## config.mk

```make
export PLATFORM = sky130hd
export DESIGN_NAME = ckpt_ctrl
export DESIGN_NICKNAME = d
export VERILOG_FILES = /design/src/rtl/ckpt_pkg.sv /design/src/rtl/ckpt_trigger.sv /design/src/rtl/ckpt_table.sv /design/src/rtl/ckpt_ctrl.sv
export SDC_FILE = /design/constraint.sdc
export NUM_CORES = 2
export LEC_CHECK = 0
export CORE_MARGIN = 5
export CORE_UTILIZATION = 55
export CTS_BUF_LIST = sky130_fd_sc_hd__clkbuf_4 sky130_fd_sc_hd__clkbuf_8 sky130_fd_sc_hd__clkbuf_16
export DETAILED_ROUTE_END_ITERATION = 10
export GPL_TIMING_DRIVEN = 0
export HOLD_SLACK_MARGIN = 0.15
export PLACE_DENSITY = 0.71
export SLEW_MARGIN = 5
export SYNTH_ARGS = -nofsm -noshare
export SYNTH_HDL_FRONTEND = slang
export SYNTH_HIERARCHICAL = 1
export SYNTH_SLANG_ARGS = --single-unit
export TNS_END_PERCENT = 30
```

## constraint.sdc

```tcl
create_clock -name clk -period 6 [get_ports clk]
set_input_delay 1.2 -clock clk [delete_from_list [all_inputs] [get_ports clk]]
set_output_delay 1.2 -clock clk [all_outputs]
set_load 0.02 [all_outputs]
```

## src/rtl/ckpt_pkg.sv

```systemverilog
package ckpt_pkg;

    localparam int CKPT_DEPTH_DEF  = 8;
    localparam int PREG_BITS_DEF   = 32;
    localparam int BRANCH_GAP_DEF  = 64;
    localparam int INST_CAP_DEF    = 512;
    localparam int STORE_CAP_DEF   = 64;

    // Reasons an instruction may have to open a checkpoint
    typedef struct packed {
        logic empty_tbl;
        logic after_flush;
        logic branch_gap;
        logic inst_cap;
        logic store_cap;
    } trig_cause_t;

endpackage

```

## src/rtl/ckpt_trigger.sv

```systemverilog
module ckpt_trigger
    import ckpt_pkg::*;
#(
    parameter int BRANCH_GAP = BRANCH_GAP_DEF,
    parameter int INST_CAP   = INST_CAP_DEF,
    parameter int STORE_CAP  = STORE_CAP_DEF
) (
    input  logic clk,
    input  logic rst_n,
    input  logic dec_valid,
    input  logic dec_is_branch,
    input  logic dec_is_store,
    input  logic flush_in,
    input  logic tbl_empty,
    input  logic accept,
    input  logic restore,
    output logic need
);

    localparam int IC_W = $clog2(INST_CAP + 1);
    localparam int SC_W = $clog2(STORE_CAP + 1);

    typedef struct packed {
        logic [IC_W-1:0] inst;
        logic [SC_W-1:0] st;
        logic            pend;
    } trig_state_t;

    trig_state_t s_q, s_d;
    trig_cause_t cause;

    always_comb begin
        cause.empty_tbl   = tbl_empty;
        cause.after_flush = s_q.pend;
        cause.branch_gap  = dec_is_branch && (s_q.inst >= IC_W'(BRANCH_GAP));
        cause.inst_cap    = (s_q.inst >= IC_W'(INST_CAP));
        cause.store_cap   = (s_q.st >= SC_W'(STORE_CAP));
        need = dec_valid && (cause != '0);

        s_d      = s_q;
        s_d.pend = flush_in || (s_q.pend && !(accept && need));
        if (restore) begin
            s_d.inst = '0;
            s_d.st   = '0;
        end else if (accept) begin
            if (need) begin
                s_d.inst = IC_W'(1);
                s_d.st   = SC_W'(dec_is_store);
            end else begin
                s_d.inst = s_q.inst + IC_W'(1);
                s_d.st   = s_q.st + SC_W'(dec_is_store);
            end
        end
    end

    always_ff @(posedge clk) begin
        if (!rst_n) s_q <= '0;
        else        s_q <= s_d;
    end

    AST_INST_WITHIN_CAP: assert property (@(posedge clk) disable iff (!rst_n)
        s_q.inst <= IC_W'(INST_CAP));
    AST_STORE_WITHIN_CAP: assert property (@(posedge clk) disable iff (!rst_n)
        s_q.st <= SC_W'(STORE_CAP));
    AST_RESTORE_CLEARS_DIST: assert property (@(posedge clk) disable iff (!rst_n)
        restore |=> (s_q.inst == '0 && s_q.st == '0));

endmodule

```

## src/rtl/ckpt_table.sv

```systemverilog
module ckpt_table #(
    parameter int  DEPTH = 8,
    parameter int  PREGS = 32,
    parameter int  ACT_W = 12,
    localparam int ID_W  = $clog2(DEPTH)
) (
    input  logic             clk,
    input  logic             rst_n,
    input  logic             take,
    input  logic             alloc,
    input  logic [PREGS-1:0] map_in,
    input  logic [PREGS-1:0] ff_in,
    input  logic             cmpl_valid,
    input  logic [ID_W-1:0]  cmpl_id,
    input  logic             restore_valid,
    input  logic [ID_W-1:0]  restore_id,
    output logic [ID_W-1:0]  cur_id,
    output logic             full,
    output logic             empty,
    output logic             snap_v,
    output logic [ID_W-1:0]  snap_id,
    output logic             rest_v,
    output logic [PREGS-1:0] rest_map,
    output logic [PREGS-1:0] rest_ff,
    output logic             rel_v,
    output logic [ID_W-1:0]  rel_id,
    output logic [PREGS-1:0] rel_mask
);

    localparam int CNT_W = $clog2(DEPTH + 1);

    typedef struct packed {
        logic [DEPTH-1:0][PREGS-1:0] map;
        logic [DEPTH-1:0][PREGS-1:0] ff;
        logic [DEPTH-1:0][ACT_W-1:0] act;
        logic [ID_W-1:0]             head;
        logic [ID_W-1:0]             tail;
        logic [CNT_W-1:0]            cnt;
        logic                        snap_v;
        logic [ID_W-1:0]             snap_id;
        logic                        rest_v;
        logic [PREGS-1:0]            rest_map;
        logic [PREGS-1:0]            rest_ff;
        logic                        rel_v;
        logic [ID_W-1:0]             rel_id;
        logic [PREGS-1:0]            rel_mask;
    } tbl_state_t;

    tbl_state_t s_q, s_d;

    function automatic logic [ID_W-1:0] ring_next(input logic [ID_W-1:0] p);
        return (p == ID_W'(DEPTH - 1)) ? '0 : p + ID_W'(1);
    endfunction

    function automatic logic [ID_W-1:0] ring_prev(input logic [ID_W-1:0] p);
        return (p == '0) ? ID_W'(DEPTH - 1) : p - ID_W'(1);
    endfunction

    // Distance of a slot from the oldest one
    function automatic logic [CNT_W-1:0] ring_off(input logic [ID_W-1:0] id,
                                                  input logic [ID_W-1:0] base);
        return (id >= base) ? (CNT_W'(id) - CNT_W'(base))
                            : (CNT_W'(DEPTH) + CNT_W'(id) - CNT_W'(base));
    endfunction

    logic [DEPTH-1:0] live;

    for (genvar g = 0; g < DEPTH; g++) begin : g_live
        assign live[g] = ring_off(ID_W'(g), s_q.head) < s_q.cnt;
    end

    logic rel_ok, rest_ok;

    always_comb begin
        logic add_e, sub_e;
        cur_id  = take ? s_q.tail : ring_prev(s_q.tail);
        full    = (s_q.cnt == CNT_W'(DEPTH));
        empty   = (s_q.cnt == '0);
        rel_ok  = (s_q.cnt >= CNT_W'(2)) && (s_q.act[s_q.head] == '0) && !restore_valid;
        rest_ok = restore_valid && live[restore_id];

        s_d        = s_q;
        s_d.snap_v = 1'b0;
        s_d.rest_v = 1'b0;
        s_d.rel_v  = 1'b0;

        for (int i = 0; i < DEPTH; i++) begin
            add_e = alloc && (cur_id == ID_W'(i));
            sub_e = cmpl_valid && (cmpl_id == ID_W'(i)) && live[i] && (s_q.act[i] != '0);
            if (take && (s_q.tail == ID_W'(i))) begin
                s_d.act[i] = ACT_W'(add_e);
                s_d.map[i] = map_in;
                s_d.ff[i]  = ff_in;
            end else begin
                s_d.act[i] = s_q.act[i] + ACT_W'(add_e) - ACT_W'(sub_e);
            end
        end

        if (take) begin
            s_d.tail    = ring_next(s_q.tail);
            s_d.snap_v  = 1'b1;
            s_d.snap_id = s_q.tail;
        end

        if (rest_ok) begin
            s_d.tail     = ring_next(restore_id);
            s_d.cnt      = ring_off(restore_id, s_q.head) + CNT_W'(1);
            s_d.rest_v   = 1'b1;
            s_d.rest_map = s_q.map[restore_id];
            s_d.rest_ff  = s_q.ff[restore_id];
        end else begin
            s_d.cnt = s_q.cnt + CNT_W'(take) - CNT_W'(rel_ok);
        end

        if (rel_ok) begin
            s_d.head     = ring_next(s_q.head);
            s_d.rel_v    = 1'b1;
            s_d.rel_id   = s_q.head;
            s_d.rel_mask = s_q.ff[s_q.head];
        end
    end

    always_ff @(posedge clk) begin
        if (!rst_n) s_q <= '0;
        else        s_q <= s_d;
    end

    assign snap_v   = s_q.snap_v;
    assign snap_id  = s_q.snap_id;
    assign rest_v   = s_q.rest_v;
    assign rest_map = s_q.rest_map;
    assign rest_ff  = s_q.rest_ff;
    assign rel_v    = s_q.rel_v;
    assign rel_id   = s_q.rel_id;
    assign rel_mask = s_q.rel_mask;

    AST_TABLE_NO_OVERFILL: assert property (@(posedge clk) disable iff (!rst_n)
        s_q.cnt <= CNT_W'(DEPTH));
    AST_NO_TAKE_WHEN_FULL: assert property (@(posedge clk) disable iff (!rst_n)
        take |-> !full);
    AST_RELEASE_LEAVES_YOUNGER: assert property (@(posedge clk) disable iff (!rst_n)
        s_q.rel_v |-> ($past(s_q.cnt) >= CNT_W'(2)));
    AST_RELEASE_NOT_ON_RESTORE: assert property (@(posedge clk) disable iff (!rst_n)
        s_q.rel_v |-> !s_q.rest_v);

endmodule

```

## src/rtl/ckpt_ctrl.sv

```systemverilog
module ckpt_ctrl
    import ckpt_pkg::*;
#(
    parameter int  NUM_CKPT   = CKPT_DEPTH_DEF,
    parameter int  NUM_PREGS  = PREG_BITS_DEF,
    parameter int  BRANCH_GAP = BRANCH_GAP_DEF,
    parameter int  INST_CAP   = INST_CAP_DEF,
    parameter int  STORE_CAP  = STORE_CAP_DEF,
    localparam int ID_W       = $clog2(NUM_CKPT)
) (
    input  logic                 clk,
    input  logic                 rst_n,
    input  logic                 dec_valid,
    input  logic                 dec_is_branch,
    input  logic                 dec_is_store,
    output logic                 dec_stall,
    output logic [ID_W-1:0]      dec_ckpt_id,
    input  logic                 flush_in,
    input  logic [NUM_PREGS-1:0] map_valid_in,
    input  logic [NUM_PREGS-1:0] future_free_in,
    input  logic                 cmpl_valid,
    input  logic [ID_W-1:0]      cmpl_ckpt_id,
    input  logic                 restore_valid,
    input  logic [ID_W-1:0]      restore_ckpt_id,
    output logic                 snap_strobe,
    output logic [ID_W-1:0]      snap_ckpt_id,
    output logic                 restore_strobe,
    output logic [NUM_PREGS-1:0] restore_map_valid,
    output logic [NUM_PREGS-1:0] restore_future_free,
    output logic                 release_strobe,
    output logic [ID_W-1:0]      release_ckpt_id,
    output logic [NUM_PREGS-1:0] release_free_mask
);

    // Active counts may grow past the distance cap after a restore
    localparam int ACT_W = $clog2(INST_CAP + 1) + 2;

    logic need, accept, take, tbl_full, tbl_empty;

    always_comb begin
        dec_stall = restore_valid || (need && tbl_full);
        accept    = dec_valid && !dec_stall;
        take      = accept && need;
    end

    ckpt_trigger #(
        .BRANCH_GAP (BRANCH_GAP),
        .INST_CAP   (INST_CAP),
        .STORE_CAP  (STORE_CAP)
    ) u_trigger (
        .clk           (clk),
        .rst_n         (rst_n),
        .dec_valid     (dec_valid),
        .dec_is_branch (dec_is_branch),
        .dec_is_store  (dec_is_store),
        .flush_in      (flush_in),
        .tbl_empty     (tbl_empty),
        .accept        (accept),
        .restore       (restore_valid),
        .need          (need)
    );

    ckpt_table #(
        .DEPTH (NUM_CKPT),
        .PREGS (NUM_PREGS),
        .ACT_W (ACT_W)
    ) u_table (
        .clk           (clk),
        .rst_n         (rst_n),
        .take          (take),
        .alloc         (accept),
        .map_in        (map_valid_in),
        .ff_in         (future_free_in),
        .cmpl_valid    (cmpl_valid),
        .cmpl_id       (cmpl_ckpt_id),
        .restore_valid (restore_valid),
        .restore_id    (restore_ckpt_id),
        .cur_id        (dec_ckpt_id),
        .full          (tbl_full),
        .empty         (tbl_empty),
        .snap_v        (snap_strobe),
        .snap_id       (snap_ckpt_id),
        .rest_v        (restore_strobe),
        .rest_map      (restore_map_valid),
        .rest_ff       (restore_future_free),
        .rel_v         (release_strobe),
        .rel_id        (release_ckpt_id),
        .rel_mask      (release_free_mask)
    );

    AST_STALL_BLOCKS_SNAP: assert property (@(posedge clk) disable iff (!rst_n)
        (dec_valid && dec_stall) |=> !snap_strobe);
    AST_RESTORE_HOLDS_DECODE: assert property (@(posedge clk) disable iff (!rst_n)
        restore_valid |-> dec_stall);

endmodule

```

==> flow_metrics.py <==
metrics = {
    "clocking": {
        "cts_setup_buffers": 0,
        "worstSkewPairLatency_ps": 630,
        "clockRootBuffer": "clkbuf_16",
        "cts.sinks": 741,
        "clockBufferDepth": 3,
        "cts_buffers": 80,
        "cts_tree": "built",
        "htreeDepth": 3,
        "path_clk_slew_ps": 60,
    },
    "setup_path": {
        "path_buf_inv": 4,
        "endpoint_kind": "flip-flop",
        "critPathLaunchType": "flip-flop",
        "crit_top_cell": "ha_1",
        "critPathKind": "reg2reg",
        "required_ps": 6490,
        "critical_path.max_stage_delay_ps": 720,
        "crit_path_max_fanout": 17,
        "crit_chain": "clkbuf_2, clkinv_1, clkbuf_2, ha_1, a21oi_1, xor2_1, ha_1, o21ai_0, o21bai_1, nor2_1, ha_1, inv_1, ha_1, fa_1, a21oi_1, o22ai_1, o21ai_0, o21ai_0, xnor2_1, nor2_1",
        "crit_slowest_cell": "dfxtp_1",
        "critPathTopFamily": "compound AO/OA/AOI/OAI gates",
        "arrival_ps": 6240,
    },
    "floorplan": {
        "die-width_um": 265,
        "core_mm2": 0.0645,
        "rows": 93,
        "fp.dieH_um": 265,
        "start_util": 0.556,
        "io_pins": 187,
        "die_area_mm2": 0.0704,
    },
    "global_route": {
        "grt_max_degree": 18,
        "grt_pass1_vias": 29500,
        "track_usage": 0.306,
        "grt_pass1_wl_um": 171000,
        "antenna_found_initial": 9,
        "grt_remaining_overflow": 0,
    },
    "timing": {
        "final_hold_viol_count": 0,
        "fmax_ghz": 0.174,
        "max_slew.worst_pin.slew_ps": 1500,
        "finalCriticalPeriod_ps": 5750,
        "slew_headroom": -0.00271,
        "rsz0062_at_grt": "no",
        "finalCritPeriodShare": 0.958,
        "hold_ws_ps": 472,
        "skew_ps": 20.6,
        "report.final.slew_viol_count": 10,
        "fin_ws_ps": 252,
        "finalSetupViolCount": 0,
    },
    "finish": {
        "fin_area_mm2": 0.0409,
        "layout-drive-gt1-share": 0.154,
        "areaGrowthSynthToFinish_pct": 14.1,
        "nNetsFinal": 3833,
        "finalNonFillerCells": 4468,
    },
    "logic_synthesis": {
        "synth_fp_nets": 3629,
        "synth_top_cell_by_area": "dfxtp_1",
        "ys_ff_latch": 741,
        "synthTopCellsByArea": "dfxtp_1, a22o_1, mux4_2, ha_1, nand2_1",
        "netlist_area_mm2": 0.0359,
        "syn-instance-count": 3345,
        "yosys-top-cells-count": "dfxtp_1, a22o_1, nand2_1",
        "ys_types": 73,
        "synthArstFlopShare": 0,
        "syn_area_per_cell_um2": 10.7,
        "ys_seq_area_frac": 0.414,
        "synth_top_area_frac": 0.414,
        "ys_warn_count": 6,
        "yosysMostFrequentCell": "dfxtp_1",
        "synth_edf_count": 0,
        "ys.flop_type": "dfxtp_1",
    },
    "place": {
        "routabilityCongestion": 0.938,
        "placed_area_mm2": 0.0382,
        "pre_cts_slack_ps": -532,
        "dp_hpwl_um": 79000,
        "io_buffer_count": 122,
        "placed_cells": 4322,
    },
    "flow_run": {
        "cap_viol_max_count": 1,
    },
    "detailed_routing": {
        "wire_per_inst_um": 25.0,
        "route.detailed.drc": 0,
        "drt_iter0_drc": 3255,
        "drt-total-wl_um": 112000,
        "drtPass1Iterations": 6,
        "drt-vias-per-instance": 6.53,
        "num_vias": 29200,
        "ant_nets": 0,
    },
    "power": {
        "power-per-cell-area_mw_per_mm2": 410,
        "leakagePower_nw": 15.6,
        "max-vdd-ir-drop_uv": 283,
    },
    "run_status": {
        "outcome": "finished with violations",
        "violations": "capacitance limit, slew limit",
    },
    "worst_hold_path": {
        "hold_path.class": "reg2reg",
    },
}
-- cell type report --
| cell class | instances | area (um^2) |
|---|---|---|
| Sequential cell | 741 | 14800 |
| Tap cell | 855 | 1070 |
| Antenna cell | 7 | 17.5 |
| Inverter | 149 | 559 |
| Buffer | 409 | 2140 |
| Clock inverter | 25 | 375 |
| Timing Repair Buffer | 122 | 1220 |
| Clock buffer | 114 | 2360 |
| Fill cell | 5169 | 23500 |
| Multi-Input combinational cell | 2046 | 18300 |
-- per-layer routing --
metal | global-route usage | vias to the layer above | part of all wire
li1 | - | 12800 | -
met5 | 0 | - | 0.00017
met3 | 0.0677 | 356 | 0.091
met2 | 0.494 | 1570 | 0.47
met4 | 0.147 | 4 | 0.052
met1 | 0.393 | 14500 | 0.39
-- report_power, final --
part,total (mW),leakage (nW),switching [mW],internal [mW]
clock network,5.13,1.36,2.07,3.06
logic,5.87,8.26,3.34,2.53
registers,5.76,6.00,0.363,5.40
total,16.8,15.6,5.78,11.0
-- path summary, 6_finish.rpt --
kind               startpoint          endpoint  slack, ps  cells past startpoint
min          u_table/s_q[587]  u_table/s_q[587]        470                      1
max          u_table/s_q[114]  u_table/s_q[149]        250                     20
max reg2reg  u_table/s_q[114]  u_table/s_q[149]        250                     20
min reg2reg  u_table/s_q[587]  u_table/s_q[587]        470                      1
-- cell usage in the layout (no fill, tap or decap), types with 12 or more instances in the layout --
master	netlist	routed
a2111oi_0	65	65
a21oi_1	82	82
a22o_1	512	512
a311oi_1	85	85
a311oi_2	15	15
and2_1	15	15
and3_1	16	16
buf_1	108	107
buf_2	46	46
buf_4	111	111
clkbuf_1	125	122
clkbuf_16	0	81
clkbuf_4	0	19
clkbuf_8	0	14
clkdlybuf4s50_1	0	122
dfxtp_1	741	741
ha_1	195	195
inv_1	147	147
mux2i_1	14	14
mux4_2	184	184
nand2_1	262	262
nand2b_1	28	28
nand3_1	24	24
nand4_1	20	20
nor2_1	199	198
nor2b_1	12	12
nor3_1	20	20
nor4_1	12	12
o21ai_0	39	39
xnor2_1	49	49
xor2_1	49	49
-- logic make-up (layout without fill, tap and decap cells) --
kind of cell / Yosys count / after routing / share of synthesized area
AO/OA/AOI/OAI: 885 / 885 / 0.206
flip-flops: 741 / 741 / 0.414
AND/OR/NAND/NOR: 650 / 650 / 0.0814
buffers and inverters: 558 / 819 / 0.0753
multiplexers: 207 / 207 / 0.125
adder cells (fa/ha/maj): 206 / 206 / 0.0742
XOR/XNOR: 98 / 98 / 0.0239
other: 0 / 7 / 0
-- flip-flops by register name (all words and copies together) (netlist names) --
name and cells:
u_table/rest_map 32, u_table/rel_mask 32, u_table/rest_ff 32, u_table/rel_id 3, u_table/snap_v 1, u_table/s_q 618, u_trigger/s_q 17, u_table/rest_v 1
u_trigger/cause 1, u_table/snap_id 3, u_table/rel_v 1
-- timing repair --
item / CTS / global route
endpoints found under the setup margin: 4 / 6
gates resized for setup: 1 / 8
pin swaps: 0 / 0
hold buffers: 0 / 0
-- per-stage QoR --
step           power [mW]  utilization  setup TNS [ps]
2_1_floorplan        9.99            -               0
3_3_place_gp         11.4        0.592           -1210
3_5_place_dp         11.6        0.592           -2040
4_1_cts              16.7        0.634               0
5_1_grt              17.6        0.635               0
6_report             16.8        0.635               0
No activity file was read; power rests on OpenSTA's default activity.
